[src/rtl/gpio_edge_pkg.sv]
package gpio_edge_pkg;

  localparam int PINS_PER_BANK = 32;

  // word groups inside the per-bank area (address bits 7:5)
  localparam logic [2:0] GRP_OUT    = 3'd0;
  localparam logic [2:0] GRP_IN     = 3'd1;
  localparam logic [2:0] GRP_SET    = 3'd2;
  localparam logic [2:0] GRP_CLR    = 3'd3;
  localparam logic [2:0] GRP_STAT   = 3'd4;
  localparam logic [2:0] GRP_MASK   = 3'd5;
  localparam logic [2:0] GRP_UNMASK = 3'd6;

  typedef enum logic [1:0] {
    EDGE_OFF  = 2'd0,
    EDGE_RISE = 2'd1,
    EDGE_FALL = 2'd2,
    EDGE_BOTH = 2'd3
  } edge_sel_e;

  typedef struct packed {
    logic      db_en;
    logic [2:0] db_code;
    edge_sel_e edge_sel;
    logic      dir_in;
  } pin_cfg_t;

  localparam pin_cfg_t CFG_RESET = '{db_en: 1'b0, db_code: 3'd0,
                                     edge_sel: EDGE_OFF, dir_in: 1'b1};

  function automatic pin_cfg_t word_to_cfg(input logic [31:0] w);
    pin_cfg_t c;
    c.dir_in   = w[0];
    c.edge_sel = edge_sel_e'(w[4:3]);
    c.db_code  = w[7:5];
    c.db_en    = w[8];
    return c;
  endfunction

  function automatic logic [31:0] cfg_to_word(input pin_cfg_t c);
    logic [31:0] w;
    w      = '0;
    w[0]   = c.dir_in;
    w[4:3] = c.edge_sel;
    w[7:5] = c.db_code;
    w[8]   = c.db_en;
    return w;
  endfunction

endpackage

[src/rtl/gpio_sync2.sv]
module gpio_sync2 #(
  parameter int W = 32
) (
  input  logic         clk,
  input  logic         rst_n,
  input  logic [W-1:0] d,
  output logic [W-1:0] q
);

  logic [W-1:0] meta_q;
  logic [W-1:0] sync_q;

  always_ff @(posedge clk or negedge rst_n) begin
    if (!rst_n) begin
      meta_q <= '0;
      sync_q <= '0;
    end else begin
      meta_q <= d;
      sync_q <= meta_q;
    end
  end

  assign q = sync_q;

endmodule

[src/rtl/gpio_pin_filter.sv]
module gpio_pin_filter #(
  parameter int CNT_W = 8
) (
  input  logic       clk,
  input  logic       rst_n,
  input  logic       ms_tick,
  input  logic       din,
  input  logic       db_en,
  input  logic [2:0] db_code,
  input  logic [1:0] edge_sel,
  output logic       level,
  output logic       edge_ev
);

  logic [CNT_W-1:0] cnt_q, cnt_d;
  logic             lvl_q, lvl_d;
  logic             prev_q;
  logic [CNT_W-1:0] window;
  logic             rise, fall;

  assign window = CNT_W'(1) << db_code;

  always_comb begin
    lvl_d = lvl_q;
    cnt_d = cnt_q;
    if (!db_en) begin
      lvl_d = din;
      cnt_d = '0;
    end else if (din == lvl_q) begin
      cnt_d = '0;
    end else if (ms_tick) begin
      if ((cnt_q + CNT_W'(1)) >= window) begin
        lvl_d = din;
        cnt_d = '0;
      end else begin
        cnt_d = cnt_q + CNT_W'(1);
      end
    end
  end

  always_ff @(posedge clk or negedge rst_n) begin
    if (!rst_n) begin
      cnt_q  <= '0;
      lvl_q  <= 1'b0;
      prev_q <= 1'b0;
    end else begin
      cnt_q  <= cnt_d;
      lvl_q  <= lvl_d;
      prev_q <= lvl_q;
    end
  end

  assign rise    = lvl_q & ~prev_q;
  assign fall    = ~lvl_q & prev_q;
  assign edge_ev = (edge_sel[0] & rise) | (edge_sel[1] & fall);
  assign level   = lvl_q;

  AST_DB_ON_TICK: assert property (@(posedge clk) disable iff (!rst_n)
    (db_en && $past(db_en) && (lvl_q != $past(lvl_q))) |-> $past(ms_tick));

  AST_NODB_FOLLOW: assert property (@(posedge clk) disable iff (!rst_n)
    !db_en |=> (lvl_q == $past(din)));

endmodule

[src/rtl/gpio_bank_regs.sv]
module gpio_bank_regs #(
  parameter int PW = 32
) (
  input  logic          clk,
  input  logic          rst_n,
  input  logic          set_we,
  input  logic          clr_we,
  input  logic          stat_clr_we,
  input  logic          mask_set_we,
  input  logic          mask_clr_we,
  input  logic [PW-1:0] wdata,
  input  logic [PW-1:0] ev,
  output logic [PW-1:0] out_q,
  output logic [PW-1:0] mask_q,
  output logic [PW-1:0] stat_q,
  output logic          irq
);

  logic [PW-1:0] out_d, mask_d, stat_d;

  always_comb begin
    out_d  = out_q;
    mask_d = mask_q;
    if (set_we)      out_d  = out_d | wdata;
    if (clr_we)      out_d  = out_d & ~wdata;
    if (mask_set_we) mask_d = mask_d | wdata;
    if (mask_clr_we) mask_d = mask_d & ~wdata;
    stat_d = stat_q;
    if (stat_clr_we) stat_d = stat_d & ~wdata;
    stat_d = stat_d | ev;
  end

  always_ff @(posedge clk or negedge rst_n) begin
    if (!rst_n) begin
      out_q  <= '0;
      mask_q <= '1;
      stat_q <= '0;
    end else begin
      out_q  <= out_d;
      mask_q <= mask_d;
      stat_q <= stat_d;
    end
  end

  assign irq = |(stat_q & ~mask_q);

  AST_STAT_LATCH: assert property (@(posedge clk) disable iff (!rst_n)
    (ev != '0) |=> ((stat_q & $past(ev)) == $past(ev)));

  AST_STAT_SOURCE: assert property (@(posedge clk) disable iff (!rst_n)
    (ev == '0) |=> ((stat_q & ~$past(stat_q)) == '0));

  AST_OUT_SET: assert property (@(posedge clk) disable iff (!rst_n)
    set_we |=> ((out_q & $past(wdata)) == $past(wdata)));

  AST_OUT_CLR: assert property (@(posedge clk) disable iff (!rst_n)
    clr_we |=> ((out_q & $past(wdata)) == '0));

  AST_MASK_ALL: assert property (@(posedge clk) disable iff (!rst_n)
    (mask_set_we && (wdata == '1)) |=> !irq);

endmodule

[src/rtl/gpio_edge_ctrl.sv]
module gpio_edge_ctrl
  import gpio_edge_pkg::*;
#(
  parameter int NBANKS   = 2,
  parameter int ADDR_W   = 12,
  parameter int DB_CNT_W = 8
) (
  input  logic                              clk,
  input  logic                              rst_n,
  input  logic                              ms_tick,
  input  logic [NBANKS*PINS_PER_BANK-1:0]   pin_in,
  input  logic                              reg_wr,
  input  logic                              reg_rd,
  input  logic [ADDR_W-1:0]                 reg_addr,
  input  logic [31:0]                       reg_wdata,
  output logic [31:0]                       reg_rdata,
  output logic                              reg_rvalid,
  output logic [NBANKS*PINS_PER_BANK-1:0]   pin_out,
  output logic [NBANKS*PINS_PER_BANK-1:0]   pin_oe,
  output logic [NBANKS-1:0]                 bank_irq
);

  localparam int NPINS  = NBANKS * PINS_PER_BANK;
  localparam int WORD_W = ADDR_W - 2;

  // reset: asserted asynchronously, released on the clock
  logic rst_meta_q, rst_int_n;
  always_ff @(posedge clk or negedge rst_n) begin
    if (!rst_n) begin
      rst_meta_q <= 1'b0;
      rst_int_n  <= 1'b0;
    end else begin
      rst_meta_q <= 1'b1;
      rst_int_n  <= rst_meta_q;
    end
  end

  // address decode
  logic [WORD_W-1:0] word_idx, ctl_off;
  logic              aligned, bank_area, ctl_hit;
  logic [2:0]        grp, bidx;

  assign word_idx  = reg_addr[ADDR_W-1:2];
  assign aligned   = (reg_addr[1:0] == 2'b00);
  assign bank_area = aligned && (reg_addr[ADDR_W-1:8] == '0);
  assign grp       = reg_addr[7:5];
  assign bidx      = reg_addr[4:2];
  assign ctl_off   = word_idx - WORD_W'(64);
  assign ctl_hit   = aligned && (word_idx >= WORD_W'(64)) && (ctl_off < WORD_W'(NPINS));

  // pin configuration
  pin_cfg_t cfg_q [NPINS];
  pin_cfg_t cfg_d [NPINS];

  logic [NPINS-1:0] sync_in, level, edge_ev;

  gpio_sync2 #(.W(NPINS)) u_sync (
    .clk(clk), .rst_n(rst_int_n), .d(pin_in), .q(sync_in)
  );

  for (genvar p = 0; p < NPINS; p++) begin : g_pin
    logic cfg_we;
    assign cfg_we = reg_wr && ctl_hit && (ctl_off == WORD_W'(p));

    always_comb begin
      cfg_d[p] = cfg_q[p];
      if (cfg_we) cfg_d[p] = word_to_cfg(reg_wdata);
    end

    always_ff @(posedge clk or negedge rst_int_n) begin
      if (!rst_int_n) cfg_q[p] <= CFG_RESET;
      else            cfg_q[p] <= cfg_d[p];
    end

    assign pin_oe[p] = ~cfg_q[p].dir_in;

    gpio_pin_filter #(.CNT_W(DB_CNT_W)) u_filt (
      .clk(clk), .rst_n(rst_int_n), .ms_tick(ms_tick),
      .din(sync_in[p]),
      .db_en(cfg_q[p].db_en), .db_code(cfg_q[p].db_code),
      .edge_sel(cfg_q[p].edge_sel),
      .level(level[p]), .edge_ev(edge_ev[p])
    );
  end

  // per-bank registers
  logic [31:0] out_w  [NBANKS];
  logic [31:0] mask_w [NBANKS];
  logic [31:0] stat_w [NBANKS];

  for (genvar b = 0; b < NBANKS; b++) begin : g_bank
    logic hit;
    assign hit = reg_wr && bank_area && (bidx == 3'(b));

    gpio_bank_regs #(.PW(PINS_PER_BANK)) u_bank (
      .clk(clk), .rst_n(rst_int_n),
      .set_we(hit && (grp == GRP_SET)),
      .clr_we(hit && (grp == GRP_CLR)),
      .stat_clr_we(hit && (grp == GRP_STAT)),
      .mask_set_we(hit && (grp == GRP_MASK)),
      .mask_clr_we(hit && (grp == GRP_UNMASK)),
      .wdata(reg_wdata),
      .ev(edge_ev[b*PINS_PER_BANK +: PINS_PER_BANK]),
      .out_q(out_w[b]), .mask_q(mask_w[b]), .stat_q(stat_w[b]),
      .irq(bank_irq[b])
    );

    assign pin_out[b*PINS_PER_BANK +: PINS_PER_BANK] = out_w[b];
  end

  // read path
  logic [31:0] rdata_d, rdata_q;
  logic        rvalid_q;

  always_comb begin
    rdata_d = '0;
    if (bank_area) begin
      for (int b = 0; b < NBANKS; b++) begin
        if (bidx == 3'(b)) begin
          case (grp)
            GRP_OUT:  rdata_d = out_w[b];
            GRP_IN:   rdata_d = level[b*PINS_PER_BANK +: PINS_PER_BANK];
            GRP_STAT: rdata_d = stat_w[b];
            GRP_MASK: rdata_d = mask_w[b];
            default:  rdata_d = '0;
          endcase
        end
      end
    end else if (ctl_hit) begin
      for (int p = 0; p < NPINS; p++) begin
        if (ctl_off == WORD_W'(p)) rdata_d = cfg_to_word(cfg_q[p]);
      end
    end
  end

  always_ff @(posedge clk or negedge rst_int_n) begin
    if (!rst_int_n) begin
      rdata_q  <= '0;
      rvalid_q <= 1'b0;
    end else begin
      rvalid_q <= reg_rd;
      if (reg_rd) rdata_q <= rdata_d;
    end
  end

  assign reg_rdata  = rdata_q;
  assign reg_rvalid = rvalid_q;

  AST_RD_LATENCY: assert property (@(posedge clk) disable iff (!rst_int_n)
    reg_rd |=> reg_rvalid);

  AST_UNMAPPED_ZERO: assert property (@(posedge clk) disable iff (!rst_int_n)
    (reg_rd && !bank_area && !ctl_hit) |=> (reg_rdata == '0));

endmodule

[config.mk]
export PLATFORM = sky130hd
export DESIGN_NAME = gpio_edge_ctrl
export DESIGN_NICKNAME = d
export VERILOG_FILES = /design/src/rtl/gpio_edge_pkg.sv /design/src/rtl/gpio_sync2.sv /design/src/rtl/gpio_pin_filter.sv /design/src/rtl/gpio_bank_regs.sv /design/src/rtl/gpio_edge_ctrl.sv
export SDC_FILE = /design/constraint.sdc
export NUM_CORES = 2
export LEC_CHECK = 0
export BUFFER_PORTS_ARGS = -buffer_cell sky130_fd_sc_hd__clkbuf_2
export CORE_MARGIN = 4
export CORE_UTILIZATION = 57
export CTS_CLUSTER_SIZE = 25
export DETAILED_ROUTE_END_ITERATION = 6
export PLACE_DENSITY_LB_ADDON = 0.2
export SYNTH_ARGS = -nofsm -noshare
export SYNTH_HDL_FRONTEND = slang
export SYNTH_HIERARCHICAL = 1
export SYNTH_SLANG_ARGS = --single-unit
export TNS_END_PERCENT = 50
[constraint.sdc]
create_clock -name clk -period 39.9 [get_ports clk]
set_input_delay 7.98 -clock clk [delete_from_list [all_inputs] [get_ports clk]]
set_output_delay 7.98 -clock clk [all_outputs]
set_load 0.01 [all_outputs]
==> impl_metrics.toml <==
[hold_path]
worstHoldPathType = "flop to flop"
whs_path_depth = 0
min_from = "u_sync/meta_q[7]"

[clock_tree]
htreeDepth = 4
cts_made_buffers = 160
cts_tree = "done"
post-cts-setup-buffers = 0
clock-root-buffer = "clkbuf_16"
cts_resized = 0
cts_buffer_depth = 3
path_clk_slew_ps = 60
clk_latency_ps = 830
hold_buffers = 0
clock-sinks = 1443

[floorplan]
initial_utilization = 0.5746
rows = 141
core_um2 = 147800
dieArea_um2 = 155300
fp.dieH_um = 394.0
die_w_um = 394.0
ios = 276

[detailed_routing]
dr_total_vias = 66930
drt-total-wl_um = 280000
drt-initial-drc-count = 6717
drc_errors = 0
first_pass_iters = 6
viasPerCell = 6.629
drt-wirelength-per-cell_um = 27.73
ant_nets = 0

[power_and_ir_drop]
power_density_nw_per_um2 = 33.65
p_leak_nw = 42.42
seqPwrFrac = 0.474
p_sw_mw = 0.7554
combPwrFrac = 0.036
p_sw_frac = 0.2385
p_int_mw = 2.412
clockPowerShare = 0.490
vdd_drop_max_v = 0.00004432

[final_layout]
stdcell_count = 10100
finalNetCount = 8709
area_delta_synth_final_pct = 10.81
drive_above_1_share = 0.2140
multiInputGateArea_um2 = 47160
seqCellArea_um2 = 36270
nFillCells = 11640

[synthesis]
yosysMostFrequentCell = "dfrtp_1"
syn_inst = 7694
async_flop_share = 1.000
synth_commonest_cells = "dfrtp_1, nand2_1, ha_1"
yosysSeqAreaShare = 0.4270
yosys_warnings = 6
synth_top_cell_by_area = "dfrtp_1"
avgSynthCellArea_um2 = 11.04
synth_area_um2 = 84950
synth_area_leaders = "dfrtp_1, ha_1, mux2_2"
ys_ff_latch = 1443
synth_ff_type = "dfrtp_1"
ys_types = 90
syn-num-nets = 8383
synth-edff-count = 0
synth_top_area_share = 0.3874

[placed_design]
portBuffers = 275
place_hpwl_um = 209400
place_congestion = 1.023
placed_cells = 9788

[worst_setup_path]
worst-setup-path-type = "input pin to flop"
cp-startpoint = "reg_addr[2]"
cpMostUsedCell = "nand4_1"
cpPeakStageDelay_ps = 1150
cp-start-kind = "input pin"
reg2reg_from = "rst_int_n"
path_cells = "buf_2 > nor2b_1 > nand4_1 > nor3_1 > a22o_1 > a211oi_1 > nand4_1 > o311ai_1 > and3_1 > o41ai_1"
critPathCaptureType = "flop"
cp.arrival_ps = 12610
critical_path.max_fanout = 30
r2r_cells = 5
worst_ep_required_time_ps = 40610
cp_slowest_cell = "nor3_1"

[grt]
grt_pass1_wl_um = 419500
grt.total_usage = 0.3546
first_global_vias = 65420
grt-ovfl-total = 0
grt_antenna_before_repair = 21
grt_max_degree = 176

[sta]
tightest_slew_ps = 1321
hold_viol_final = 0
fin_crit_ps = 11900
finalSetupTns_ps = 0
period_share = 0.2982
slew_headroom = 0.1097
rsz0062_at_grt = "no"
setup_viol = 0
drv_slew = 0
max_freq_ghz = 0.08403
skew_ps = 40.79

[status]
status = "finished clean"

[run]
maxCapViolations = 0
==> through the flow <==
step	area [um^2]	total power [mW]	hold slack [ps]	worst slack (ps)	util
final	94130	3.167	340.4	28000	0.6367
after CTS	94100	3.184	344.9	28320	0.6365
after global placement	88560	1.637	332.7	27420	0.5990
after global routing	94100	3.259	349.9	28110	0.6365
after floorplan	84950	1.578	331.1	16640	-
after detailed placement	88560	1.639	335.5	27470	0.5990
==> power groups by stage <==
stage	Combinational, mW	Sequential, mW	Clock [mW]
finish	0.114	1.50	1.55
global placement	0.110	1.53	0
detailed placement	0.112	1.53	0
floorplan	0.0433	1.54	0
global route	0.121	1.50	1.63
CTS	0.113	1.50	1.57
==> per-layer routing <==
layer  routed length, um  vias to the layer above  track usage
li1                    -                    29410            -
met3               27930                      661      0.08919
met5                  43                        -            0
met4               15390                        6       0.1712
met1              117900                    33710       0.4980
met2              118700                     3135       0.5145
==> critical path: cells and delay by family <==
family | cells | cell delay (ps)
and+or+nand+nor | 5 | 3360
AOI/OAI and AO/OA | 4 | 890
buffers and inverters | 1 | 340
==> area by class of cell <==
| cell class | count | area share |
|---|---|---|
| Timing Repair Buffer | 342 | 0.02071 |
| Multi-Input combinational cell | 5869 | 0.5010 |
| Antenna cell | 10 | 0.0002658 |
| Clock inverter | 66 | 0.009584 |
| Inverter | 204 | 0.008135 |
| Sequential cell | 1443 | 0.3854 |
| Clock buffer | 233 | 0.04929 |
| Tap cell | 1930 | 0.02565 |
==> cell usage in the layout, fill, tap and decap left out, types with 67 or more instances in the layout <==
cell type     n
ha_1        576
nor3b_2      67
nand2_1     688
inv_1       204
nand3b_1    258
or3b_1      129
nor3_1      108
xor2_1      192
nand2b_1    136
o21a_1       69
nor2_1      410
and3_1      139
o21ai_0     168
o21ai_2     192
buf_4        71
dfstp_2     128
a22oi_1      78
a21oi_1     343
a22o_1      394
a21o_1      131
nand3_1     288
dfrtp_1    1314
xnor2_1     256
clkbuf_16   161
mux2_2      408
clkbuf_2    263
o211ai_1     77
==> cell families after synthesis <==
| kind of cell | share of synthesized area |
|---|---|
| DFF | 0.4270 |
| xor gates and xnor gates | 0.04619 |
| AOI/OAI and AO/OA | 0.1780 |
| adders and majority gates | 0.08484 |
| other | 0.00004415 |
| muxes | 0.07662 |
| buffers and inverters | 0.01887 |
| and+or+nand+nor | 0.1685 |
==> flip-flops by register name (all words and copies together), names as in the netlist, 32 cells and up <==
name                  cells
g_pin.u_filt/prev_q      64
g_bank.u_bank/out_q      64
cfg_q                   448
reg_rdata                32
g_bank.u_bank/mask_q     64
u_sync/meta_q            64
u_sync/q                 64
g_bank.u_bank/stat_q     64
g_pin.u_filt/cnt_q      512
g_pin.u_filt/level       64
==> worst paths after layout <==
path                               endpoint  slack, ps
hold reg to reg                 u_sync/q[7]        340
hold / removal                  u_sync/q[7]        340
setup / recovery               reg_rdata[7]      28000
min in group asynchronous  u_sync/meta_q[8]        450
setup reg to reg                 cfg_q[256]      34560
max in group asynchronous         rst_int_n      32850
Power figures use the tool's default switching activity.
